**config.mk**
```make
export PLATFORM = sky130hd
export DESIGN_NAME = vpic_top
export DESIGN_NICKNAME = d
export VERILOG_FILES = /design/src/rtl/vpic_pkg.sv /design/src/rtl/vpic_regs.sv /design/src/rtl/vpic_prio.sv /design/src/rtl/vpic_ack.sv /design/src/rtl/vpic_top.sv
export SDC_FILE = /design/constraint.sdc
export NUM_CORES = 1
export LEC_CHECK = 0
export ABC_CLOCK_PERIOD_IN_PS = 3000
export BUFFER_PORTS_ARGS = -buffer_cell sky130_fd_sc_hd__buf_2
export CAP_MARGIN = 15
export CORE_MARGIN = 10
export CORE_UTILIZATION = 35
export DETAILED_ROUTE_END_ITERATION = 6
export HOLD_SLACK_MARGIN = 0.15
export REMOVE_ABC_BUFFERS = 1
export SLEW_MARGIN = 5
export SYNTH_ARGS = -nofsm -noshare
export SYNTH_HDL_FRONTEND = slang
export SYNTH_SLANG_ARGS = --single-unit
```
**constraint.sdc**
```tcl
create_clock -name clk -period 3 [get_ports clk]
set_clock_uncertainty 0.2 [all_clocks]
set_input_delay 0.3 -clock clk [delete_from_list [all_inputs] [get_ports clk]]
set_output_delay 0.3 -clock clk [all_outputs]
set_load 0.05 [all_outputs]
```
**src/rtl/vpic_pkg.sv**
```systemverilog
`timescale 1ns/1ps
package vpic_pkg;
  // command opcode carried in the two top bits of a write to address 0
  typedef enum logic [1:0] {
    OP_MODE   = 2'b00,
    OP_EOI_NS = 2'b01,
    OP_EOI_SP = 2'b10,
    OP_BASE   = 2'b11
  } cmd_op_e;

  localparam int unsigned ACK_STROBES_DEF = 3;
endpackage

```
**src/rtl/vpic_regs.sv**
```systemverilog
`timescale 1ns/1ps
module vpic_regs
  import vpic_pkg::*;
#(
  parameter int unsigned NUM_IRQ = 8,
  parameter int unsigned DATA_W  = 8
) (
  input  logic                          clk,
  input  logic                          rst_n,
  input  logic                          wr_en,
  input  logic                          addr,
  input  logic [DATA_W-1:0]             wdata,
  output logic [DATA_W-1:0]             rdata,
  output logic [NUM_IRQ-1:0]            mask_q,
  output logic [DATA_W-$clog2(NUM_IRQ)-1:0] base_q,
  output logic                          aeoi_q,
  output logic                          eoi_ns,
  output logic                          eoi_sp,
  output logic [$clog2(NUM_IRQ)-1:0]    eoi_pin
);
  localparam int unsigned PIN_W  = $clog2(NUM_IRQ);
  localparam int unsigned BASE_W = DATA_W - PIN_W;

  cmd_op_e op;
  logic    cmd_wr;
  logic    mask_wr;
  logic    unused_bits;

  assign op          = cmd_op_e'(wdata[DATA_W-1 -: 2]);
  assign cmd_wr      = wr_en && !addr;
  assign mask_wr     = wr_en && addr;
  assign unused_bits = ^wdata;

  assign eoi_ns  = cmd_wr && (op == OP_EOI_NS);
  assign eoi_sp  = cmd_wr && (op == OP_EOI_SP);
  assign eoi_pin = wdata[PIN_W-1:0];

  always_ff @(posedge clk) begin
    if (!rst_n) begin
      mask_q <= '1;
      base_q <= '0;
      aeoi_q <= 1'b0;
    end else begin
      if (mask_wr) mask_q <= wdata[NUM_IRQ-1:0];
      if (cmd_wr && op == OP_BASE) base_q <= wdata[BASE_W-1:0];
      if (cmd_wr && op == OP_MODE) aeoi_q <= wdata[0];
    end
  end

  always_comb begin
    rdata = '0;
    if (addr) rdata[NUM_IRQ-1:0] = mask_q;
  end
endmodule

```
**src/rtl/vpic_prio.sv**
```systemverilog
`timescale 1ns/1ps
module vpic_prio #(
  parameter int unsigned NUM_IRQ = 8
) (
  input  logic [NUM_IRQ-1:0]         irr,
  input  logic [NUM_IRQ-1:0]         mask,
  input  logic [NUM_IRQ-1:0]         isr,
  output logic [NUM_IRQ-1:0]         allow,
  output logic                       cand_valid,
  output logic [$clog2(NUM_IRQ)-1:0] cand_pin
);
  localparam int unsigned PIN_W = $clog2(NUM_IRQ);

  // pins strictly more urgent than the most urgent in-service pin
  function automatic logic [NUM_IRQ-1:0] above_service(input logic [NUM_IRQ-1:0] svc);
    logic [NUM_IRQ-1:0] m;
    logic               hit;
    m   = '0;
    hit = 1'b0;
    for (int i = 0; i < NUM_IRQ; i++) begin
      if (svc[i]) hit = 1'b1;
      if (!hit)   m[i] = 1'b1;
    end
    return m;
  endfunction

  // lowest-numbered set bit
  function automatic logic [PIN_W-1:0] first_pin(input logic [NUM_IRQ-1:0] v);
    logic [PIN_W-1:0] p;
    p = '0;
    for (int i = NUM_IRQ - 1; i >= 0; i--) begin
      if (v[i]) p = PIN_W'(i);
    end
    return p;
  endfunction

  logic [NUM_IRQ-1:0] eligible;

  assign allow      = above_service(isr);
  assign eligible   = irr & ~mask & allow;
  assign cand_valid = |eligible;
  assign cand_pin   = first_pin(eligible);
endmodule

```
**src/rtl/vpic_ack.sv**
```systemverilog
`timescale 1ns/1ps
module vpic_ack #(
  parameter int unsigned NUM_IRQ     = 8,
  parameter int unsigned DATA_W      = 8,
  parameter int unsigned ACK_STROBES = 3
) (
  input  logic                              clk,
  input  logic                              rst_n,
  input  logic                              inta,
  input  logic                              cand_valid,
  input  logic [$clog2(NUM_IRQ)-1:0]        cand_pin,
  input  logic [DATA_W-$clog2(NUM_IRQ)-1:0] base,
  input  logic                              aeoi,
  input  logic                              eoi_ns,
  input  logic                              eoi_sp,
  input  logic [$clog2(NUM_IRQ)-1:0]        eoi_pin,
  output logic [NUM_IRQ-1:0]                isr_q,
  output logic                              busy,
  output logic                              commit,
  output logic                              finish,
  output logic [DATA_W-1:0]                 vec,
  output logic                              vec_oe
);
  localparam int unsigned PIN_W  = $clog2(NUM_IRQ);
  localparam int unsigned BASE_W = DATA_W - PIN_W;
  localparam int unsigned CNT_W  = $clog2(ACK_STROBES) + 1;
  localparam logic [CNT_W-1:0] LAST     = CNT_W'(ACK_STROBES - 1);
  localparam logic [PIN_W-1:0] SPUR_PIN = PIN_W'(NUM_IRQ - 1);

  function automatic logic [DATA_W-1:0] make_vector(input logic [BASE_W-1:0] b,
                                                    input logic [PIN_W-1:0]  p);
    return {b, p};
  endfunction

  function automatic logic [NUM_IRQ-1:0] pin_bit(input logic [PIN_W-1:0] p);
    logic [NUM_IRQ-1:0] v;
    v    = '0;
    v[p] = 1'b1;
    return v;
  endfunction

  logic [CNT_W-1:0]   cnt_q;
  logic [PIN_W-1:0]   pin_q;
  logic               spur_q;
  logic [DATA_W-1:0]  vec_q;
  logic [PIN_W-1:0]   sel_pin;
  logic               sel_spur;
  logic [PIN_W-1:0]   cur_pin;
  logic               cur_spur;
  logic [NUM_IRQ-1:0] clr_vec;
  logic [NUM_IRQ-1:0] set_vec;
  logic [NUM_IRQ-1:0] isr_d;

  assign commit   = inta && (cnt_q == '0);
  assign finish   = inta && (cnt_q == LAST);
  assign busy     = (cnt_q != '0);
  assign sel_spur = !cand_valid;
  assign sel_pin  = cand_valid ? cand_pin : SPUR_PIN;
  assign cur_pin  = commit ? sel_pin  : pin_q;
  assign cur_spur = commit ? sel_spur : spur_q;

  always_comb begin
    clr_vec = '0;
    if (eoi_ns) clr_vec = clr_vec | (isr_q & (~isr_q + NUM_IRQ'(1)));
    if (eoi_sp) clr_vec = clr_vec | pin_bit(eoi_pin);
    if (finish && aeoi && !cur_spur) clr_vec = clr_vec | pin_bit(cur_pin);
    set_vec = '0;
    if (commit && cand_valid) set_vec = pin_bit(cand_pin);
    isr_d = (isr_q & ~clr_vec) | set_vec;
  end

  always_ff @(posedge clk) begin
    if (!rst_n) begin
      cnt_q  <= '0;
      pin_q  <= '0;
      spur_q <= 1'b0;
      vec_q  <= '0;
      isr_q  <= '0;
    end else begin
      isr_q <= isr_d;
      if (inta) cnt_q <= (cnt_q == LAST) ? '0 : cnt_q + CNT_W'(1);
      if (commit) begin
        pin_q  <= sel_pin;
        spur_q <= sel_spur;
        vec_q  <= make_vector(base, sel_pin);
      end
    end
  end

  assign vec    = commit ? make_vector(base, sel_pin) : vec_q;
  assign vec_oe = finish;
endmodule

```
**src/rtl/vpic_top.sv**
```systemverilog
`timescale 1ns/1ps
module vpic_top #(
  parameter int unsigned NUM_IRQ     = 8,
  parameter int unsigned DATA_W      = 8,
  parameter int unsigned ACK_STROBES = vpic_pkg::ACK_STROBES_DEF
) (
  input  logic               clk,
  input  logic               rst_n,
  input  logic [NUM_IRQ-1:0] irq_req_i,
  output logic               intr_o,
  input  logic               inta_i,
  input  logic               reg_wr_i,
  input  logic               reg_addr_i,
  input  logic [DATA_W-1:0]  reg_wdata_i,
  output logic [DATA_W-1:0]  reg_rdata_o,
  output logic [DATA_W-1:0]  vec_o,
  output logic               vec_oe_o
);
  localparam int unsigned PIN_W  = $clog2(NUM_IRQ);
  localparam int unsigned BASE_W = DATA_W - PIN_W;

  logic [NUM_IRQ-1:0] irr_q;
  logic [NUM_IRQ-1:0] mask_q;
  logic [BASE_W-1:0]  base_q;
  logic               aeoi_q;
  logic               eoi_ns;
  logic               eoi_sp;
  logic               eoi_any;
  logic [PIN_W-1:0]   eoi_pin;
  logic [NUM_IRQ-1:0] isr_q;
  logic [NUM_IRQ-1:0] allow;
  logic               cand_valid;
  logic [PIN_W-1:0]   cand_pin;
  logic               ack_busy;
  logic               ack_commit;
  logic               ack_finish;

  always_ff @(posedge clk) begin
    if (!rst_n) irr_q <= '0;
    else        irr_q <= irq_req_i;
  end

  vpic_regs #(.NUM_IRQ(NUM_IRQ), .DATA_W(DATA_W)) u_regs (
    .clk(clk), .rst_n(rst_n),
    .wr_en(reg_wr_i), .addr(reg_addr_i), .wdata(reg_wdata_i), .rdata(reg_rdata_o),
    .mask_q(mask_q), .base_q(base_q), .aeoi_q(aeoi_q),
    .eoi_ns(eoi_ns), .eoi_sp(eoi_sp), .eoi_pin(eoi_pin)
  );

  vpic_prio #(.NUM_IRQ(NUM_IRQ)) u_prio (
    .irr(irr_q), .mask(mask_q), .isr(isr_q),
    .allow(allow), .cand_valid(cand_valid), .cand_pin(cand_pin)
  );

  vpic_ack #(.NUM_IRQ(NUM_IRQ), .DATA_W(DATA_W), .ACK_STROBES(ACK_STROBES)) u_ack (
    .clk(clk), .rst_n(rst_n), .inta(inta_i),
    .cand_valid(cand_valid), .cand_pin(cand_pin),
    .base(base_q), .aeoi(aeoi_q),
    .eoi_ns(eoi_ns), .eoi_sp(eoi_sp), .eoi_pin(eoi_pin),
    .isr_q(isr_q), .busy(ack_busy), .commit(ack_commit), .finish(ack_finish),
    .vec(vec_o), .vec_oe(vec_oe_o)
  );

  assign eoi_any = eoi_ns || eoi_sp;
  assign intr_o  = cand_valid && !ack_busy;
endmodule

```
==> flow_metrics.tcl <==
set metrics [dict create \
    grt_max_degree 18 \
    slew_headroom 0.642 \
    path_cells "or4_4 > nor3_4 > nand3_1 > a21o_2 > nand3_1 > o21a_1 > clkbuf_4" \
    die_w_microns 98.0 \
    cpLargestDelayFamily "simple AND/OR/NAND/NOR gates" \
    status "finished, final reports clean" \
    area_delta_synth_final_pct 25.6 \
    core_sq_um 5920 \
    crit_start "u_ack.isr_q[0]" \
    max_stage_delay_ns 0.59 \
    regArea_sq_um 902 \
    yosys_warnings 0 \
    worst_slew_pin_slew_ns 0.535 \
    die_height_microns 98.0 \
    seq_area_frac_synth 0.423 \
    drt_iter0_drc 156 \
    setup_viol 0 \
    grt_use_total 0.116 \
    clock_sinks 45 \
    route.detailed.drc 0 \
    period_share 0.950 \
    worst_setup_path_end_kind "output pin" \
    grt_overflow 0 \
    port-buffer-count 38 \
    postRouteAntennaNets 0 \
    nFillCells 600 \
    via_per_inst 5.20 \
    totalPowerFinal_mw 1.34 \
    ys_async_sr_fraction 0 \
    clock.fmax_ghz 0.351 \
    dp_cells 358 \
    synth-edff-count 0 \
    routedWlPerCell_microns 14.7 \
    drt-pass1-iter-count 4 \
    gp_congestion 0.944 \
    dpl-instance-area_sq_um 2380 \
    hold_depth 3 \
    path_clk_slew_ns 0.09 \
    io_pins 39 \
    num_vias 1990 \
    layout-drive-gt1-share 0.205 \
    cp_data_required_time_ns 2.50 \
    cts_inserted_buffers 5 \
    synthCells 254 \
    hp-start "reg_wdata_i[0]" \
    powerDensity_nw_per_um2 500 \
    cap_violations 0 \
    peakVddDrop_uv 240 \
    rsz0062_at_grt "false" \
    layout.cells.non_filler 383 \
    final_nets 328 \
    crit_cells 7 \
    yosysUniqueCellTypes 51 \
    antenna_found_initial 0 \
    worst-setup-path-type "reg -> out" \
    grt_pass1_vias 1932 \
    final_area_sq_um 2670 \
    hold_path.class "in -> reg" \
    grt_pass1_wl_microns 9450 \
    cts_max_level 2 \
    dieArea_sq_um 9600 \
    path_max_fanout 9 \
    cp_common_cell "nand3_1" \
    timing.setup.tns_ns 0 \
    arrival_ns 2.35 \
    crit_buf_inv 1 \
    hold_viol_final 0 \
    synth_seq_cells 45 \
    multiInputGateArea_sq_um 1190 \
    r2r_cells 6 \
    syn_avg_cell_area_sq_um 8.38 \
    fin_hold_ws_ns 0.169 \
    row_count 28 \
    wl_microns 5630 \
    clock_latency_ns 0.31 \
    cp_slowest_cell "or4_4" \
    clock_path_buffers 2 \
    dpl.hpwl_microns 4170 \
    ys.flop_type "dfxtp_1" \
    timing.rr.start "u_ack.isr_q[0]" \
    antennaDiodeCount 0 \
    slew_viol_final 0 \
    initial_core_util 0.359 \
    root_buffer "clkbuf_8" \
    cts_tree "done" \
    period_minus_slack_ns 2.85 \
    synth_area_sq_um 2130 \
    p_leak_nw 1.13 \
    cp-start-kind "flip-flop" \
]
-- sequential cells by signal, summed over array words and instances, names as in the netlist --
signal	count
u_regs.base_q	5
u_ack.isr_q	8
u_ack.pin_q	3
u_regs.aeoi_q	1
u_regs.mask_q	8
u_ack.cnt_q	3
u_ack.spur_q	1
u_ack.vec_q	8
irr_q	8
-- routing by layer --
layer	wire length, microns	vias up	global-route usage
li1	-	1012	-
met1	2720	934	0.146
met2	2650	36	0.190
met3	162	8	0.0240
met4	89	0	0.0436
met5	0	-	0
-- power by group --
group	switching [mW]	internal, mW	total, mW
clock network	0.231	0.166	0.397
registers	0.0214	0.628	0.650
logic	0.184	0.105	0.289
total	0.436	0.899	1.34
-- cell usage in the layout, fill, tap and decap left out, drive strengths merged, types with 2 or more instances in the layout --
cell         instances
dfxtp               45
nand2               42
buf                 40
and2                21
dlygate4sd3         17
nor2                17
nand3               15
a21oi               12
nand2b              11
nor3                 7
mux2i                6
clkbuf               6
o22ai                5
nor3b                4
o21ai                4
or3                  3
nor2b                3
nand3b               3
o2111ai              3
a311o                3
a21o                 3
or3b                 3
o211ai               3
inv                  3
nor4b                2
nand4                2
o221ai               2
a211oi               2
a311oi               2
clkinv               2
-- Yosys cell counts, drive strengths merged (4+ instances only) --
master   n  area share
o22ai    5       0.015
nor2    17       0.030
o21ai    4      0.0094
a21oi   12       0.030
mux2i    6       0.028
nand3   15       0.035
dfxtp   45        0.42
and2    21       0.062
nor3b    4       0.014
nor3     7       0.022
clkbuf  11       0.019
nand2   42       0.074
nand2b  11       0.032
-- final timing paths --
check        slack, ns                to
max reg2reg       0.73    u_ack.isr_q[2]
min               0.17  u_regs.mask_q[0]
min reg2reg       0.27    u_ack.vec_q[3]
max               0.15          vec_o[0]
-- worst min-delay path: stages --
cell,delay [ns]
buf_2,0.17
nand2_1,0.09
nand3_1,0.06
-- what timing repair did --
item	CTS	global route
endpoints found under the setup margin	0	3
hold endpoints to repair	19	0
resized for setup	0	10
hold buffers	17	0
setup buffers	0	0
-- per-stage QoR --
stage	utilization	setup WS, ns
2_1_floorplan	-	-0.542
3_3_place_gp	0.402	0.441
3_5_place_dp	0.402	0.420
4_1_cts	0.446	0.0561
5_1_grt	0.451	0.0108
6_report	0.451	0.149
-- area by class of cell --
cell class | instances | share of cell area
sequential | 45 | 0.338
tap | 75 | 0.0351
timing repair buffer | 58 | 0.145
clock buffer | 5 | 0.0257
inverter | 3 | 0.00421
multi-input combinational | 194 | 0.444
clock inverter | 3 | 0.00796
-- logic make-up (layout without fill, tap and decap cells) --
group	after synthesis	in the layout	share of synthesized area
AOI/OAI and AO/OA	47	47	0.159
xor gates and xnor gates	1	1	0.00412
buffers and inverters	15	69	0.0300
DFF	45	45	0.423
muxes	7	7	0.0335
and+or+nand+nor	139	139	0.350
Note: power is estimated with default switching activity, not from simulation.
